--- src/rtl/lock_gate_pkg.sv ---
package lock_gate_pkg;

   typedef enum logic [2:0] {
      OP_BLK_ERASE  = 3'd0,
      OP_BANK_ERASE = 3'd1,
      OP_WRITE      = 3'd2,
      OP_SET_LOCK   = 3'd3,
      OP_CLR_LOCKS  = 3'd4
   } op_e;

   typedef enum logic [2:0] {
      RSN_OK     = 3'd0,
      RSN_POWER  = 3'd1,
      RSN_VPP    = 3'd2,
      RSN_LOCKED = 3'd3,
      RSN_BADOP  = 3'd4
   } reason_e;

   function automatic logic op_legal(input logic [2:0] op);
      return op <= OP_CLR_LOCKS;
   endfunction

   function automatic logic op_is_cfg(input logic [2:0] op);
      return (op == OP_SET_LOCK) || (op == OP_CLR_LOCKS);
   endfunction

endpackage

--- src/rtl/lock_gate_store.sv ---
module lock_gate_store #(
   parameter int NUM_BANKS       = 2,
   parameter int BLOCKS_PER_BANK = 32,
   localparam int BANK_W = $clog2(NUM_BANKS),
   localparam int BLK_W  = $clog2(BLOCKS_PER_BANK),
   localparam int TOTAL  = NUM_BANKS * BLOCKS_PER_BANK
) (
   input  logic              clk,
   input  logic              rst_n,
   input  logic              set_en,
   input  logic              clr_en,
   input  logic [BANK_W-1:0] bank,
   input  logic [BLK_W-1:0]  block,
   output logic [TOTAL-1:0]  bits,
   output logic              blk_locked,
   output logic              bank_locked
);

   logic [NUM_BANKS-1:0]      bank_any;
   logic [BANK_W+BLK_W-1:0]   flat_idx;

   for (genvar b = 0; b < NUM_BANKS; b++) begin : g_bank
      logic [BLOCKS_PER_BANK-1:0] row_q;
      logic                       hit;

      assign hit = (bank == BANK_W'(b));

      always_ff @(posedge clk) begin
         if (!rst_n) begin
            row_q <= '0;
         end else if (hit && clr_en) begin
            row_q <= '0;
         end else if (hit && set_en) begin
            row_q[block] <= 1'b1;
         end
      end

      assign bits[b*BLOCKS_PER_BANK +: BLOCKS_PER_BANK] = row_q;
      assign bank_any[b] = |row_q;
   end

   assign flat_idx    = {bank, block};
   assign blk_locked  = bits[flat_idx];
   assign bank_locked = bank_any[bank];

endmodule

--- src/rtl/lock_gate_judge.sv ---
module lock_gate_judge
   import lock_gate_pkg::*;
(
   input  logic       [2:0] op,
   input  logic             protect_n,
   input  logic             pin_reset_n,
   input  logic             pgm_volt_ok,
   input  logic             supply_ok,
   input  logic             blk_locked,
   input  logic             bank_locked,
   output logic             grant,
   output reason_e          reason,
   output logic             set_en,
   output logic             clr_en
);

   logic power_bad;
   assign power_bad = !pin_reset_n || !supply_ok;

   always_comb begin
      reason = RSN_OK;
      if (!op_legal(op)) begin
         reason = RSN_BADOP;
      end else if (power_bad) begin
         reason = RSN_POWER;
      end else if (!pgm_volt_ok) begin
         reason = RSN_VPP;
      end else begin
         case (op)
            OP_BLK_ERASE,
            OP_WRITE:      if (blk_locked && !protect_n)  reason = RSN_LOCKED;
            OP_BANK_ERASE: if (bank_locked && !protect_n) reason = RSN_LOCKED;
            default:       if (!protect_n)                reason = RSN_LOCKED;
         endcase
      end
   end

   assign grant  = (reason == RSN_OK);
   assign set_en = grant && (op == OP_SET_LOCK);
   assign clr_en = grant && (op == OP_CLR_LOCKS);

endmodule

--- src/rtl/lock_gate.sv ---
module lock_gate
   import lock_gate_pkg::*;
#(
   parameter int NUM_BANKS       = 2,
   parameter int BLOCKS_PER_BANK = 32,
   localparam int BANK_W = $clog2(NUM_BANKS),
   localparam int BLK_W  = $clog2(BLOCKS_PER_BANK),
   localparam int TOTAL  = NUM_BANKS * BLOCKS_PER_BANK
) (
   input  logic              clk,
   input  logic              rst_n,
   input  logic              req_valid,
   input  logic [BANK_W-1:0] req_bank,
   input  logic [BLK_W-1:0]  req_block,
   input  logic [2:0]        req_op,
   input  logic              protect_n,
   input  logic              pin_reset_n,
   input  logic              pgm_volt_ok,
   input  logic              supply_ok,
   output logic              rsp_valid,
   output logic              rsp_grant,
   output logic [2:0]        rsp_reason,
   output logic [TOTAL-1:0]  lock_bits
);

   if (NUM_BANKS < 2 || (NUM_BANKS & (NUM_BANKS - 1)) != 0) begin : g_bad_banks
      $error("lock_gate: NUM_BANKS must be a power of two, at least 2");
   end
   if (BLOCKS_PER_BANK < 2 || (BLOCKS_PER_BANK & (BLOCKS_PER_BANK - 1)) != 0) begin : g_bad_blocks
      $error("lock_gate: BLOCKS_PER_BANK must be a power of two, at least 2");
   end

   logic    blk_locked;
   logic    bank_locked;
   logic    dec_grant;
   reason_e dec_reason;
   logic    dec_set;
   logic    dec_clr;

   lock_gate_store #(
      .NUM_BANKS       (NUM_BANKS),
      .BLOCKS_PER_BANK (BLOCKS_PER_BANK)
   ) u_store (
      .clk         (clk),
      .rst_n       (rst_n),
      .set_en      (req_valid && dec_set),
      .clr_en      (req_valid && dec_clr),
      .bank        (req_bank),
      .block       (req_block),
      .bits        (lock_bits),
      .blk_locked  (blk_locked),
      .bank_locked (bank_locked)
   );

   lock_gate_judge u_judge (
      .op          (req_op),
      .protect_n   (protect_n),
      .pin_reset_n (pin_reset_n),
      .pgm_volt_ok (pgm_volt_ok),
      .supply_ok   (supply_ok),
      .blk_locked  (blk_locked),
      .bank_locked (bank_locked),
      .grant       (dec_grant),
      .reason      (dec_reason),
      .set_en      (dec_set),
      .clr_en      (dec_clr)
   );

   always_ff @(posedge clk) begin
      if (!rst_n) begin
         rsp_valid  <= 1'b0;
         rsp_grant  <= 1'b0;
         rsp_reason <= RSN_OK;
      end else begin
         rsp_valid  <= req_valid;
         rsp_grant  <= req_valid && dec_grant;
         rsp_reason <= req_valid ? dec_reason : RSN_OK;
      end
   end

endmodule

--- config.mk ---
export PLATFORM = sky130hd
export DESIGN_NAME = lock_gate
export DESIGN_NICKNAME = d
export VERILOG_FILES = /design/src/rtl/lock_gate_pkg.sv /design/src/rtl/lock_gate_store.sv /design/src/rtl/lock_gate_judge.sv /design/src/rtl/lock_gate.sv
export SDC_FILE = /design/constraint.sdc
export NUM_CORES = 1
export LEC_CHECK = 0
export BUFFER_PORTS_ARGS = -buffer_cell sky130_fd_sc_hd__buf_2
export CAP_MARGIN = 30
export CORE_MARGIN = 4
export CORE_UTILIZATION = 57
export DETAILED_ROUTE_END_ITERATION = 12
export PLACE_DENSITY = 0.85
export RECOVER_POWER = 100
export SLEW_MARGIN = 20
export SYNTH_ARGS = -nofsm -noshare
export SYNTH_HDL_FRONTEND = slang
export SYNTH_SLANG_ARGS = --single-unit
export TNS_END_PERCENT = 100
--- constraint.sdc ---
create_clock -name clk -period 6.55 [get_ports clk]
set_input_delay 1.6375 -clock clk [delete_from_list [all_inputs] [get_ports clk]]
set_output_delay 1.6375 -clock clk [all_outputs]
set_load 0.03 [all_outputs]
---- Word level (Yosys, flattened, before mapping) ----
Cells that the tools add are included.
W data, S select, Z words.
word-level totals
  flip-flop bits (word level) ............. 69
  bits of input ports ..................... 16
  output and inout bits ................... 69
  word-level logic and storage cells ...... 55
cells by class
  $lt $le $gt $ge ......................... 5
  equality and inequality tests ........... 4
  mux-type cells .......................... 13
  bitwise operators ....................... 4
  reduce and logical (&&, ||, !) cells .... 24
operators by type and width
  operator              number
  $or A32 B32 Y32       2
  $reduce_or A32 Y1     2
  $logic_and A1 B1 Y1   12
  $mux W3               3
  $lt A6 B7 Y1 const B  1
  $bmux W1 S6           1
  $eq A3 B2 Y1 const B  2
  $logic_not A3 Y1      2
  $lt A5 B6 Y1 const B  1
  $mux W2               3
  $pmux W3 S2           1
  $reduce_or A2 Y1      3
  $demux W1 S5          1
  $ge A5 B1 Y1 const B  1
  $mux W1               4
  $eq A3 B1 Y1 const B  1
  $eq A3 B3 Y1 const B  1
  $le A3 B3 Y1 const B  1
  $logic_not A1 Y1      3
  $lt A1 B2 Y1 const B  1
  $not A1 Y1            2
  $reduce_and A2 Y1     1
  $logic_or A1 B1 Y1    1

---- Longest topological paths before layout ----
  depth in word-level cells ............... 14
  gate-level depth with buffers ........... 9
  depth with buffers taken out ............ 6

---- Modules after synthesis ----
A second synthesis with hierarchy kept.
unflattened totals
  cell total of the unflattened synthesis .. 349
  area total of the unflattened synthesis .. 3104.2 µm²
modules (own cells, without submodules)
  module           instances  cells each  area each (µm²)  seq. area each (µm²)
  lock_gate_store  1          317         2831.5           1281.2
  lock_gate        1          12          147.6            100.1
  lock_gate_judge  1          20          125.1            0.0

---- Worst setup path before layout ----
OpenSTA, ideal clock, no wires.
  path type ............................... input port to flip-flop
  start point ............................. input port req_op[2]
  end point ............................... register u_store.g_bank[0].row_q[12]
  library setup time ...................... 0.128 ns
  arrival time ............................ 3.106 ns
  required time ........................... 6.422 ns
  setup slack ............................. 3.316 ns
  stages on the path ...................... 9
  path buffers ............................ 3
  cells stage by stage .................... buf_2 -> a21oi_1 -> nand4_1 -> nor3_1 -> or4_1 -> buf_2 -> clkbuf_1 -> a41oi_1 -> nor2_1
on the way
  cells in the longest elaborated chain, start to end .. 11
  elaborated cells on any way between the ends .. 19
  classes of those cells .................. order compare: 1; eq/ne: 4; mux: 4; reduce/logical: 10
ends and longest elaborated chain
  item                                                     line                   RTL
  start, declared                                          lock_gate.sv:15        input logic [2:0] req_op,
  $eq A3 B2 Y1 / $logic_not A3 Y1 (equally long branches)  lock_gate_judge.sv:29  case (op)
  $reduce_or A2 Y1                                         n/a
  $pmux W3 S2                                              lock_gate_judge.sv:29
  $mux W3                                                  lock_gate_judge.sv:26  end else if (!pgm_volt_ok) begin
  $mux W3                                                  lock_gate_judge.sv:24  end else if (power_bad) begin
  $mux W3                                                  lock_gate_judge.sv:22  if (!op_legal(op)) begin
  $logic_not A3 Y1                                         lock_gate_judge.sv:38  assign grant = (reason == RSN_OK);
  $logic_and A1 B1 Y1                                      lock_gate_judge.sv:40  assign clr_en = grant && (op == OP_CLR_LOCKS);
  $logic_and A1 B1 Y1                                      lock_gate.sv:47        .clr_en (req_valid && dec_clr),
  $logic_and A1 B1 Y1                                      lock_gate_store.sv:31  end else if (hit && clr_en) begin
  $reduce_or A2 Y1 (no line)                               n/a
  end signal, assigned                                     lock_gate_store.sv:30  row_q <= '0;
  end signal, assigned                                     lock_gate_store.sv:32  row_q <= '0;
  end signal, assigned by index                            lock_gate_store.sv:34  row_q[block] <= 1'b1;
  end, declared                                            lock_gate_store.sv:23  logic [BLOCKS_PER_BANK-1:0] row_q;
Parallel ways exist; a longest one is shown, timed or not.
A chain may end at the register's enable or synchronous reset.

---- Worst setup path in the final report ----
  start point ............................. input port req_bank
  end point ............................... register u_store.g_bank[0].row_q[25]
on the way
  cells in the longest elaborated chain, start to end .. 13
  elaborated cells on any way between the ends .. 21
  classes of those cells .................. mux: 10; bitwise: 1; reduce/logical: 10
ends and longest elaborated chain
  item                                           line                                          RTL
  start, declared                                lock_gate.sv:13                               input logic [BANK_W-1:0] req_bank,
  $bmux W1 S6 / $mux W1 (equally long branches)  lock_gate_store.sv:43, lock_gate_store.sv:44
  $mux W1 (on tied branches)                     lock_gate_store.sv:43, lock_gate_store.sv:44
  $logic_and A1 B1 Y1 (on tied branches)         lock_gate_judge.sv:31, lock_gate_judge.sv:32
  $mux W2 (on tied branches)                     lock_gate_judge.sv:31, lock_gate_judge.sv:32
  $pmux W3 S2                                    lock_gate_judge.sv:29
  $mux W3                                        lock_gate_judge.sv:26
  $mux W3                                        lock_gate_judge.sv:24
  $mux W3                                        lock_gate_judge.sv:22
  $logic_not A3 Y1                               lock_gate_judge.sv:38
  $logic_and A1 B1 Y1                            lock_gate_judge.sv:40
  $logic_and A1 B1 Y1                            lock_gate.sv:47
  $logic_and A1 B1 Y1                            lock_gate_store.sv:31
  $reduce_or A2 Y1 (no line)                     n/a
Parallel ways exist; a longest one is shown, timed or not. The select of a mux whose other input is x is not followed.

==> run summary <==
Finished Layout Cells = 514
Synth cell types = 42
Most frequent cells in the layout = 85 x nor2_1, 73 x clkbuf_1, 69 x dfxtp_1
Port Buf Inserts = 84
Internal = 596 uW
Hold Crit Depth = 2
First-pass GRT wire length = 16800 um
Number of global-route vias before repair = 3254
Clk Tree Root Cell = clkbuf_8
Critical path cell sequence = clkbuf_1 > nor4b_1 > nand4_1 > nor3_1 > or4_1 > a21bo_1 > nor2_1
Peak supply drop = 0.151 mV
Sw Pwr = 209 uW
Cts repair resizes = 0
Tcrit/Tclk final = 0.746
Initial DRC Count = 510
Die Ht = 84.6 um
Critical path depth in cells = 7
Layout Nets = 453
Max frequency = 205 MHz
R2R cell count = 6
CTS clk-pin slew, worst paths = 0.07 ns
Synthesized area per cell = 9.08 sq um
Most common cell after layout, fill and taps aside = nor2_1
Slowest CP cell = or4_1
CP max stage delay = 1.12 ns
Storage element area = 0.00138 sq mm
Worst Path Required = 6.74 ns
Via count = 3566
Clock Sinks = 69
CTS Buf Count = 9
Starting density of the core = 0.596
Leak Pwr = 0.00139 uW
Kind of critical path = primary input to register
Via density = 6.94
Worst-case clock skew = 0.00780 ns
CTS tree = built
RSZ-0062 raised after global routing = no
Synthesized flop and latch total = 69
DRT Pass-1 Iters = 6
Initial antenna violation count = 0
Die area = 0.00715 sq mm
Slew Viols, Final = 0
Hold crit path type = register to register
H-tree depth = 3
Average wire per standard cell = 20.3 um
Sequential share of the synthesized area = 0.413
Post-Syn Nets = 384
Setup crit end kind = register
Hold-fix buffers at CTS = 0
Largest net degree at the start of global routing = 43
Comb pwr share = 0.087
Syn-to-layout area delta = 15.8%
Final Worst Setup Slack = 1.67 ns
Cells after DPL = 496
Pre-CTS WS = 2.27 ns
Core area = 0.00561 sq mm
Antenna diode count = 0
Row count = 27
DRT Wirelength = 10500 um
Pwr per Cell Area = 208 mW/mm^2
Max-cap violations = 0
Final GP Congestion = 0.900
WP buf/inv = 1
Pwr Total = 805 uW
Post-CTS Setup Inserts = 0
Fillers = 492
Max_slew headroom = 0.0471
Switching share of power = 0.260
Layout Utilization = 0.690
Share of total power in the clock network = 0.390
Crit Path Max Fanout = 42
Post-Syn Instances = 368
Area of the multi-input gates = 0.00182 sq mm
Ports = 85
R2R Setup Slk = 3.00 ns
Congestion Overflow GR = 0
Synth async-reset ratio = 0
Main synth FF type = dfxtp_1
Delay-heaviest family, CP = simple AND/OR/NAND/NOR gates
Synth Cell Area = 0.00334 sq mm
DPL Wire Length = 7030 um
Die W = 84.6 um
Final setup fails = 0
Fin crit period = 4.88 ns
CTS Buffer Depth = 2
Least-Margin Pin Slew = 1.43 ns
Gr usage total = 0.292
Crit start category = primary input
Clk_lat worst skew = 0.34 ns
Outcome = completed
Final hold violation count = 0
WP data arrival = 5.07 ns
Yosys warns = 0
Share of layout cells above drive strength 1 = 0.102
Antenna-violating nets left = 0
Drt drc = 0
Post-synth EDFFs = 0
Total Neg Setup Slack = 0 ns
Sequential Power Share = 0.522
-- cell type report --
type,instances,area share
clock inverter,4,0.00582
multi-input combinational,264,0.469
inverter,2,0.00194
timing repair buffer,91,0.103
sequential,69,0.357
tap,72,0.0233
clock buffer,12,0.0401
-- cells in the mapped netlist, drive strengths merged (2+ instances only) --
master / count / share of area
or3: 3 / 0.0056
a21oi: 16 / 0.024
nor2: 85 / 0.095
nor4: 18 / 0.034
nor2b: 3 / 0.0056
nand2b: 4 / 0.0075
o21ai: 2 / 0.0030
mux4: 14 / 0.11
mux2i: 4 / 0.012
nand3: 4 / 0.0060
nand4: 5 / 0.0094
nor3: 13 / 0.019
and2: 3 / 0.0056
nand2: 19 / 0.021
nor3b: 2 / 0.0060
a21bo: 2 / 0.0060
mux2: 4 / 0.013
a31oi: 2 / 0.0037
a41oi: 49 / 0.13
dfxtp: 69 / 0.41
buf: 8 / 0.016
clkbuf: 25 / 0.028
-- power groups by stage --
stage                     sequential, uW  combinational, uW  clock [uW]
after floorplan                      433               44.5           0
after global placement               430               62.3           0
after detailed placement             430               67.3           0
after CTS                            421               68.0         315
after global routing                 421               73.8         332
final                                421               70.3         314
-- routing by layer --
layer | share of wire | GRT usage
met4 | 0.035 | 0.160
met1 | 0.38 | 0.400
met2 | 0.46 | 0.437
met3 | 0.12 | 0.0510
met5 | 0 | 0
-- logic make-up after synthesis --
family,synth area share
buffers and inverters,0.0460
multiplexers,0.131
flip-flops,0.413
AO/OA/AOI/OAI,0.185
AND/OR/NAND/NOR,0.225
-- path summary, 6_finish.rpt --
kind                                     from                           to
hold reg to reg    u_store.g_bank[0].row_q[3]   u_store.g_bank[0].row_q[3]
hold / removal     u_store.g_bank[0].row_q[3]   u_store.g_bank[0].row_q[3]
setup reg to reg  u_store.g_bank[1].row_q[20]  u_store.g_bank[0].row_q[25]
setup / recovery                     req_bank  u_store.g_bank[0].row_q[25]
-- stage by stage --
| stage | instance area [sq um] | hold slack, ns |
|---|---|---|
| final | 3870 | 0.527 |
| after CTS | 3950 | 0.519 |
| after global placement | 3730 | 0.499 |
| after floorplan | 3340 | 0.640 |
| after detailed placement | 3770 | 0.503 |
| after global routing | 3870 | 0.570 |
-- flip-flops by register name (all words and copies together) (netlist names) --
name and flops:
u_store.g_bank.row_q 64, rsp_reason 3, rsp_grant 1, rsp_valid 1
-- worst register-to-register path, cell delays in order, from the launching register on --
cell and delay [ns]:
dfxtp_1 0.35, nor4_1 0.42, nand4_1 0.20, nor3_1 0.29, or4_1 1.12, a21bo_1 0.89
nor2_1 0.13
Note: power is estimated with default switching activity, not from simulation.
